===== config.mk =====
export PLATFORM = sky130hd
export DESIGN_NAME = seqrom_host
export DESIGN_NICKNAME = d
export VERILOG_FILES = /design/src/rtl/seqrom_pkg.sv /design/src/rtl/seqrom_edge_sync.sv /design/src/rtl/seqrom_ptr.sv /design/src/rtl/seqrom_gpio.sv /design/src/rtl/seqrom_host.sv
export SDC_FILE = /design/constraint.sdc
export NUM_CORES = 1
export LEC_CHECK = 0
export CELL_PAD_IN_SITES_DETAIL_PLACEMENT = 1
export CELL_PAD_IN_SITES_GLOBAL_PLACEMENT = 1
export CORE_MARGIN = 5
export CORE_UTILIZATION = 42
export DETAILED_ROUTE_END_ITERATION = 10
export PLACE_DENSITY = 0.86
export SETUP_SLACK_MARGIN = 0.4
export SLEW_MARGIN = 20
export SYNTH_ARGS = -nofsm -noshare
export SYNTH_HDL_FRONTEND = slang
export SYNTH_SLANG_ARGS = --single-unit

===== constraint.sdc =====
create_clock -name clk -period 4.7 [get_ports clk]
set_input_delay 1.175 -clock clk [delete_from_list [all_inputs] [get_ports clk]]
set_output_delay 1.175 -clock clk [all_outputs]
set_load 0.02 [all_outputs]

===== src/rtl/seqrom_pkg.sv =====
package seqrom_pkg;

  // Register select codes. The pointer lanes must stay at 1..3 in order,
  // and the port codes must stay in data/direction pairs.
  typedef enum logic [2:0] {
    SEL_ROM    = 3'd0,
    SEL_PTR_LO = 3'd1,
    SEL_PTR_MD = 3'd2,
    SEL_PTR_HI = 3'd3,
    SEL_PA_DAT = 3'd4,
    SEL_PA_DIR = 3'd5,
    SEL_PB_DAT = 3'd6,
    SEL_PB_DIR = 3'd7
  } reg_sel_e;

  localparam int LANE_W     = 8;
  localparam int ROM_ARG_W  = 24;
  localparam int PTR_BASE   = 1;
  localparam int PORT_BASE  = 4;

  // Computed ROM contents: a mix of the three address bytes.
  function automatic logic [7:0] rom_byte(input logic [ROM_ARG_W-1:0] a);
    logic [7:0] b0, b1, b2;
    b0 = a[7:0];
    b1 = a[15:8] * 8'd3;
    b2 = a[23:16] * 8'd85;
    return b0 + b1 + b2;
  endfunction

endpackage


===== src/rtl/seqrom_edge_sync.sv =====
module seqrom_edge_sync #(
  parameter int N      = 2,
  parameter int STAGES = 2
) (
  input  logic         clk,
  input  logic         rst_n,
  input  logic [N-1:0] raw,
  output logic [N-1:0] lvl,
  output logic [N-1:0] rise
);

  localparam int DEPTH = STAGES + 1;

  for (genvar i = 0; i < N; i++) begin : g_bit
    logic [DEPTH-1:0] sh;

    always_ff @(posedge clk or negedge rst_n) begin
      if (!rst_n) sh <= '1;
      else        sh <= {sh[DEPTH-2:0], raw[i]};
    end

    assign lvl[i]  = sh[STAGES-1];
    assign rise[i] = sh[STAGES-1] & ~sh[STAGES];
  end

endmodule


===== src/rtl/seqrom_ptr.sv =====
module seqrom_ptr #(
  parameter int ADDR_W = 18,
  parameter int LANES  = (ADDR_W + 7) / 8
) (
  input  logic                clk,
  input  logic                rst_n,
  input  logic [LANES-1:0]    lane_we,
  input  logic [7:0]          wdata,
  input  logic                step,
  output logic [ADDR_W-1:0]   addr,
  output logic [LANES*8-1:0]  addr_wide
);

  localparam int WIDE_W = LANES * 8;

  logic [ADDR_W-1:0] ctr;
  logic [WIDE_W-1:0] merged;
  logic [ADDR_W-1:0] nxt;

  always_comb begin
    merged = '0;
    merged[ADDR_W-1:0] = ctr;
    for (int l = 0; l < LANES; l++) begin
      if (lane_we[l]) merged[l*8 +: 8] = wdata;
    end
  end

  always_comb begin
    if (|lane_we)  nxt = merged[ADDR_W-1:0];
    else if (step) nxt = ctr + 1'b1;
    else           nxt = ctr;
  end

  always_ff @(posedge clk or negedge rst_n) begin
    if (!rst_n) ctr <= '0;
    else        ctr <= nxt;
  end

  assign addr      = ctr;
  assign addr_wide = WIDE_W'(ctr);

endmodule


===== src/rtl/seqrom_gpio.sv =====
module seqrom_gpio #(
  parameter int W = 8
) (
  input  logic         clk,
  input  logic         rst_n,
  input  logic         out_we,
  input  logic         dir_we,
  input  logic [W-1:0] wdata,
  input  logic [W-1:0] pin_in,
  output logic [W-1:0] out_q,
  output logic [W-1:0] dir_q,
  output logic [W-1:0] rd_val
);

  logic [W-1:0] pin_q;

  always_ff @(posedge clk or negedge rst_n) begin
    if (!rst_n) begin
      out_q <= '0;
      dir_q <= '0;
      pin_q <= '0;
    end else begin
      pin_q <= pin_in;
      if (out_we) out_q <= wdata;
      if (dir_we) dir_q <= wdata;
    end
  end

  assign rd_val = (dir_q & out_q) | (~dir_q & pin_q);

endmodule


===== src/rtl/seqrom_host.sv =====
module seqrom_host
  import seqrom_pkg::*;
#(
  parameter int ADDR_W      = 18,
  parameter int SYNC_STAGES = 2,
  parameter int PORT_W      = 8
) (
  input  logic              clk,
  input  logic              rst_n,
  input  logic              cs_n,
  input  logic              wr_n,
  input  logic              rd_n,
  input  logic [2:0]        reg_sel,
  input  logic [7:0]        bus_wr,
  output logic [7:0]        bus_rd,
  output logic              bus_drv,
  input  logic [PORT_W-1:0] pa_pin_in,
  output logic [PORT_W-1:0] pa_pin_out,
  output logic [PORT_W-1:0] pa_pin_oe,
  input  logic [PORT_W-1:0] pb_pin_in,
  output logic [PORT_W-1:0] pb_pin_out,
  output logic [PORT_W-1:0] pb_pin_oe
);

  localparam int LANES  = (ADDR_W + 7) / 8;
  localparam int NPORTS = 2;

  reg_sel_e sel_t;
  assign sel_t = reg_sel_e'(reg_sel);

  // chip select: level only
  logic [SYNC_STAGES-1:0] cs_sh;
  always_ff @(posedge clk or negedge rst_n) begin
    if (!rst_n) cs_sh <= '1;
    else        cs_sh <= {cs_sh[SYNC_STAGES-2:0], cs_n};
  end

  logic cs_s;
  assign cs_s = cs_sh[SYNC_STAGES-1];

  // write and read strobes: level and rising edge
  logic [1:0] stb_lvl, stb_rise;
  seqrom_edge_sync #(.N(2), .STAGES(SYNC_STAGES)) u_stb (
    .clk  (clk),
    .rst_n(rst_n),
    .raw  ({rd_n, wr_n}),
    .lvl  (stb_lvl),
    .rise (stb_rise)
  );

  logic wr_s, rd_s, wr_rise, rd_rise, active, wr_go, step;
  assign wr_s    = stb_lvl[0];
  assign rd_s    = stb_lvl[1];
  assign wr_rise = stb_rise[0];
  assign rd_rise = stb_rise[1];
  assign active  = ~cs_s;
  assign wr_go   = wr_rise & active;
  assign step    = rd_rise & active & (sel_t == SEL_ROM);

  // read pointer
  logic [LANES-1:0]   lane_we;
  logic [ADDR_W-1:0]  addr;
  logic [LANES*8-1:0] addr_wide;

  for (genvar l = 0; l < LANES; l++) begin : g_lane
    assign lane_we[l] = wr_go & (reg_sel == 3'(PTR_BASE + l));
  end

  seqrom_ptr #(.ADDR_W(ADDR_W)) u_ptr (
    .clk      (clk),
    .rst_n    (rst_n),
    .lane_we  (lane_we),
    .wdata    (bus_wr),
    .step     (step),
    .addr     (addr),
    .addr_wide(addr_wide)
  );

  // expansion ports
  logic [PORT_W-1:0] pin_a [NPORTS];
  logic [PORT_W-1:0] out_a [NPORTS];
  logic [PORT_W-1:0] dir_a [NPORTS];
  logic [PORT_W-1:0] rdv_a [NPORTS];

  assign pin_a[0] = pa_pin_in;
  assign pin_a[1] = pb_pin_in;

  for (genvar p = 0; p < NPORTS; p++) begin : g_port
    logic dat_we, dir_we;
    assign dat_we = wr_go & (reg_sel == 3'(PORT_BASE + 2*p));
    assign dir_we = wr_go & (reg_sel == 3'(PORT_BASE + 2*p + 1));

    seqrom_gpio #(.W(PORT_W)) u_gpio (
      .clk   (clk),
      .rst_n (rst_n),
      .out_we(dat_we),
      .dir_we(dir_we),
      .wdata (bus_wr),
      .pin_in(pin_a[p]),
      .out_q (out_a[p]),
      .dir_q (dir_a[p]),
      .rd_val(rdv_a[p])
    );
  end

  assign pa_pin_out = out_a[0];
  assign pa_pin_oe  = dir_a[0];
  assign pb_pin_out = out_a[1];
  assign pb_pin_oe  = dir_a[1];

  // read path
  logic [7:0] rd_mux;
  always_comb begin
    case (sel_t)
      SEL_ROM:    rd_mux = rom_byte(ROM_ARG_W'(addr));
      SEL_PTR_LO: rd_mux = addr_wide[7:0];
      SEL_PTR_MD: rd_mux = addr_wide[15:8];
      SEL_PTR_HI: rd_mux = addr_wide[23:16];
      SEL_PA_DAT: rd_mux = 8'(rdv_a[0]);
      SEL_PA_DIR: rd_mux = 8'(dir_a[0]);
      SEL_PB_DAT: rd_mux = 8'(rdv_a[1]);
      default:    rd_mux = 8'(dir_a[1]);
    endcase
  end

  assign bus_drv = active & ~rd_s & wr_s;
  assign bus_rd  = bus_drv ? rd_mux : 8'h00;

endmodule


==> results.ini <==
[flow_run]
maxCapViolCount = 0

[timing]
max_freq_mhz = 216
finalHoldViolCount = 0
finalSetupViolations = 0
post-route-period-util_pct = 98.5
relSlewSlack_pct = 28.0
worst_pin_slew_ns = 1.08
min_period_ns = 4.63
slew_violations = 0
skew_ns = 0.0119
rsz0062_at_grt = true
tns_ns = 0

[detailed_routing]
first_pass_iters = 4
vias = 3827
drt_wl_total_um = 14900
wl_per_cell_um = 22.8
drc = 0
first_iter_violations = 216
antenna_left = 0
viasPerCell = 5.84

[logic_synthesis]
syn_area_um2 = 4360
synth_area_per_cell_um2 = 10.6
syn_nets = 475
synth-edff-count = 0
synthCells = 412
yosys_warnings = 0
synth-main-ff-cell = dfrtp_1
ys_seq_area_share_pct = 42.7
async_flop_share_pct = 100
synth_seq_cells = 74
synth_cell_type_count = 52

[cells_and_area]
antenna_cells = 0
drive_gt1_share_pct = 27.9
area_growth_pct = 35.1
fin_nets = 577
final_cells = 655

[cts]
clock_latency_ns = 0.37
root_buffer = clkbuf_8
cts_inserted_buffers = 9
clk_pin_slew_ns = 0.09
clockBufferDepth = 2
cts.sinks = 74
cts_hold_buf = 0
cts_tree = yes
ctsHtreeMaxLevel = 3

[place]
placed_cells = 629
hpwl_um = 10300
io_buffers = 72
place.gp.congestion = 0.846

[die]
start_util_pct = 42.6
rows = 37
die_h_um = 112
die-area_um2 = 12500
core_um2 = 10200
io_pins = 73
die_w_um = 112

[critical_path]
worstPathMaxFanout = 2
required_ns = 3.52
setup.worst_path.class = flop to primary output
startpoint_type = flop
crit_arrival_ns = 3.46
worstSetupEndpointType = primary output

[grt]
grt_pass1_vias = 4385
antenna_found_initial = 0
overflow = 0
grt_usage_pct = 24.0
grt_max_degree = 75
grt_pass1_wl_um = 23600

[power_and_ir_drop]
powerDensity_nw_per_um2 = 408
finalPower_uw = 2400
ir_drop_mv = 0.197
p_leak_uw = 0.00250

[run_status]
outcome = complete, no violations

[worst_hold_path]
hold_class = flop to flop

-- state kept, by name (all words and copies together) (netlist names) --
register and flops:
u_ptr.addr 18, g_port.u_gpio.pin_q 16, u_stb.g_bit.sh 6, cs_sh 2
g_port.u_gpio.dir_q 16, g_port.u_gpio.out_q 16
-- stage by stage --
stage | util (%) | instance area, um^2 | hold WS (ns) | setup WS [ns]
floorplan | - | 4370 | 0.345 | 0.402
global placement | 52.6 | 5380 | 0.346 | -0.0871
detailed placement | 52.6 | 5380 | 0.347 | -0.140
CTS | 56.7 | 5800 | 0.361 | 0.0555
global route | 57.5 | 5890 | 0.362 | -0.0358
finish | 57.5 | 5890 | 0.361 | 0.0699
-- cell usage in the layout, fill, tap and decap left out, types with 4 or more instances in the layout --
| cell | synthesis | final |
|---|---|---|
| nand3_1 | 12 | 12 |
| mux2_2 | 34 | 34 |
| inv_2 | 0 | 5 |
| inv_1 | 34 | 29 |
| ha_4 | 0 | 8 |
| mux2i_1 | 9 | 9 |
| o21ai_0 | 19 | 15 |
| clkdlybuf4s50_1 | 0 | 62 |
| a21oi_1 | 29 | 26 |
| fa_1 | 12 | 9 |
| nor3_1 | 4 | 4 |
| o22a_1 | 17 | 17 |
| nand2_1 | 19 | 19 |
| nor3b_1 | 4 | 4 |
| dfrtp_1 | 66 | 64 |
| nor2b_1 | 9 | 7 |
| a31oi_1 | 10 | 9 |
| xnor2_1 | 5 | 4 |
| dfstp_2 | 8 | 8 |
| buf_6 | 2 | 8 |
| a221oi_1 | 6 | 5 |
| nor2_1 | 23 | 23 |
| clkbuf_8 | 0 | 9 |
| a41oi_1 | 4 | 4 |
| ha_1 | 19 | 10 |
| buf_4 | 0 | 37 |
-- cell usage after synthesis (all sizes together), types with 2 or more instances --
library cell	number	share of area [%]
nor3b	5	0.98
clkbuf	7	0.60
dfstp	8	4.8
a31oi	10	1.4
a22o	2	0.40
a211oi	4	0.69
a41oi	4	0.80
nand3	12	1.4
and3	2	0.29
a221oi	6	1.2
mux2	34	8.8
xor2	3	0.60
xnor2	5	1.0
a32oi	3	0.60
and2	2	0.29
o211a	3	0.69
or3	2	0.29
buf	12	1.6
dfrtp	66	38
o22a	17	3.4
nand2	19	1.6
nand4	2	0.29
fa	12	5.5
nor3	5	0.69
o22ai	3	0.43
nor2b	9	1.3
ha	19	5.5
a21o	3	0.52
nand2b	2	0.29
inv	34	2.9
nor2	23	2.0
o32ai	2	0.40
a21oi	30	3.5
mux2i	9	2.1
o311a	2	0.46
o21ai	19	2.2
o21bai	2	0.34
-- cell type report --
class,count,area [um^2]
well taps,136,170
clock buffers,9,124
fillers,1102,4340
inverters,34,128
repair buffers,110,1030
multi-input cells,285,2490
clock inverters,7,82.6
flip-flops and latches,74,1860
-- what timing repair did --
| item | in CTS | in global routing |
|---|---|---|
| buffers inserted | 7 | 3 |
| pin swaps | 20 | 13 |
| resized for setup | 75 | 17 |
| hold endpoints to repair | 0 | 0 |
| cloned | 0 | 0 |
| setup endpoints to repair | 8 | 7 |
-- per-layer routing --
layer / global-route usage, % / wire (um) / vias to the layer above
met5: 0 / 0 / -
met4: 9.00 / 350 / 0
met3: 4.73 / 586 / 25
met2: 43.6 / 7970 / 107
met1: 27.8 / 6020 / 1994
li1: - / - / 1701
-- logic make-up (layout without fill, tap and decap cells) --
| family | after synthesis | count (layout) | share of synthesized area (%) |
|---|---|---|---|
| multiplexers | 43 | 43 | 10.9 |
| buffers and inverters | 53 | 160 | 5.11 |
| flip-flops | 74 | 74 | 42.7 |
| XOR/XNOR | 8 | 8 | 1.61 |
| AO/OA/AOI/OAI | 117 | 117 | 18.5 |
| AND/OR/NAND/NOR | 86 | 86 | 10.3 |
| adder cells (fa/ha/maj) | 31 | 31 | 11.0 |
-- report_power, final --
| part | switching (uW) | internal [uW] |
|---|---|---|
| Clock | 293 | 255 |
| Sequential | 112 | 727 |
| Combinational | 500 | 513 |
| Total | 906 | 1500 |
-- critical path, cell delays in order (launching register included) --
cell      delay [ns]
dfrtp_1         0.41
fa_1            0.55
inv_2           0.04
fa_1            0.49
inv_1           0.05
ha_2            0.19
buf_4           0.13
buf_4           0.13
a211oi_2        0.23
o21bai_1        0.12
a21oi_2         0.17
buf_4           0.14
mux2i_1         0.18
nand2_1         0.10
buf_6           0.14
-- final timing paths --
kind                                       from                         to  slack, ns  cells after the start
max in group asynchronous                 rst_n  g_port[1].u_gpio.out_q[7]       3.09                      1
max reg2reg                u_stb.g_bit[0].sh[1]              u_ptr.addr[3]       2.00                      5
min                        u_stb.g_bit[0].sh[0]       u_stb.g_bit[0].sh[1]       0.36                      0
min in group asynchronous                 rst_n             u_ptr.addr[11]       0.94                      1
max                               u_ptr.addr[8]                  bus_rd[6]       0.07                     14
min reg2reg                u_stb.g_bit[0].sh[0]       u_stb.g_bit[0].sh[1]       0.36                      0
Note: power is estimated with default switching activity, not from simulation.
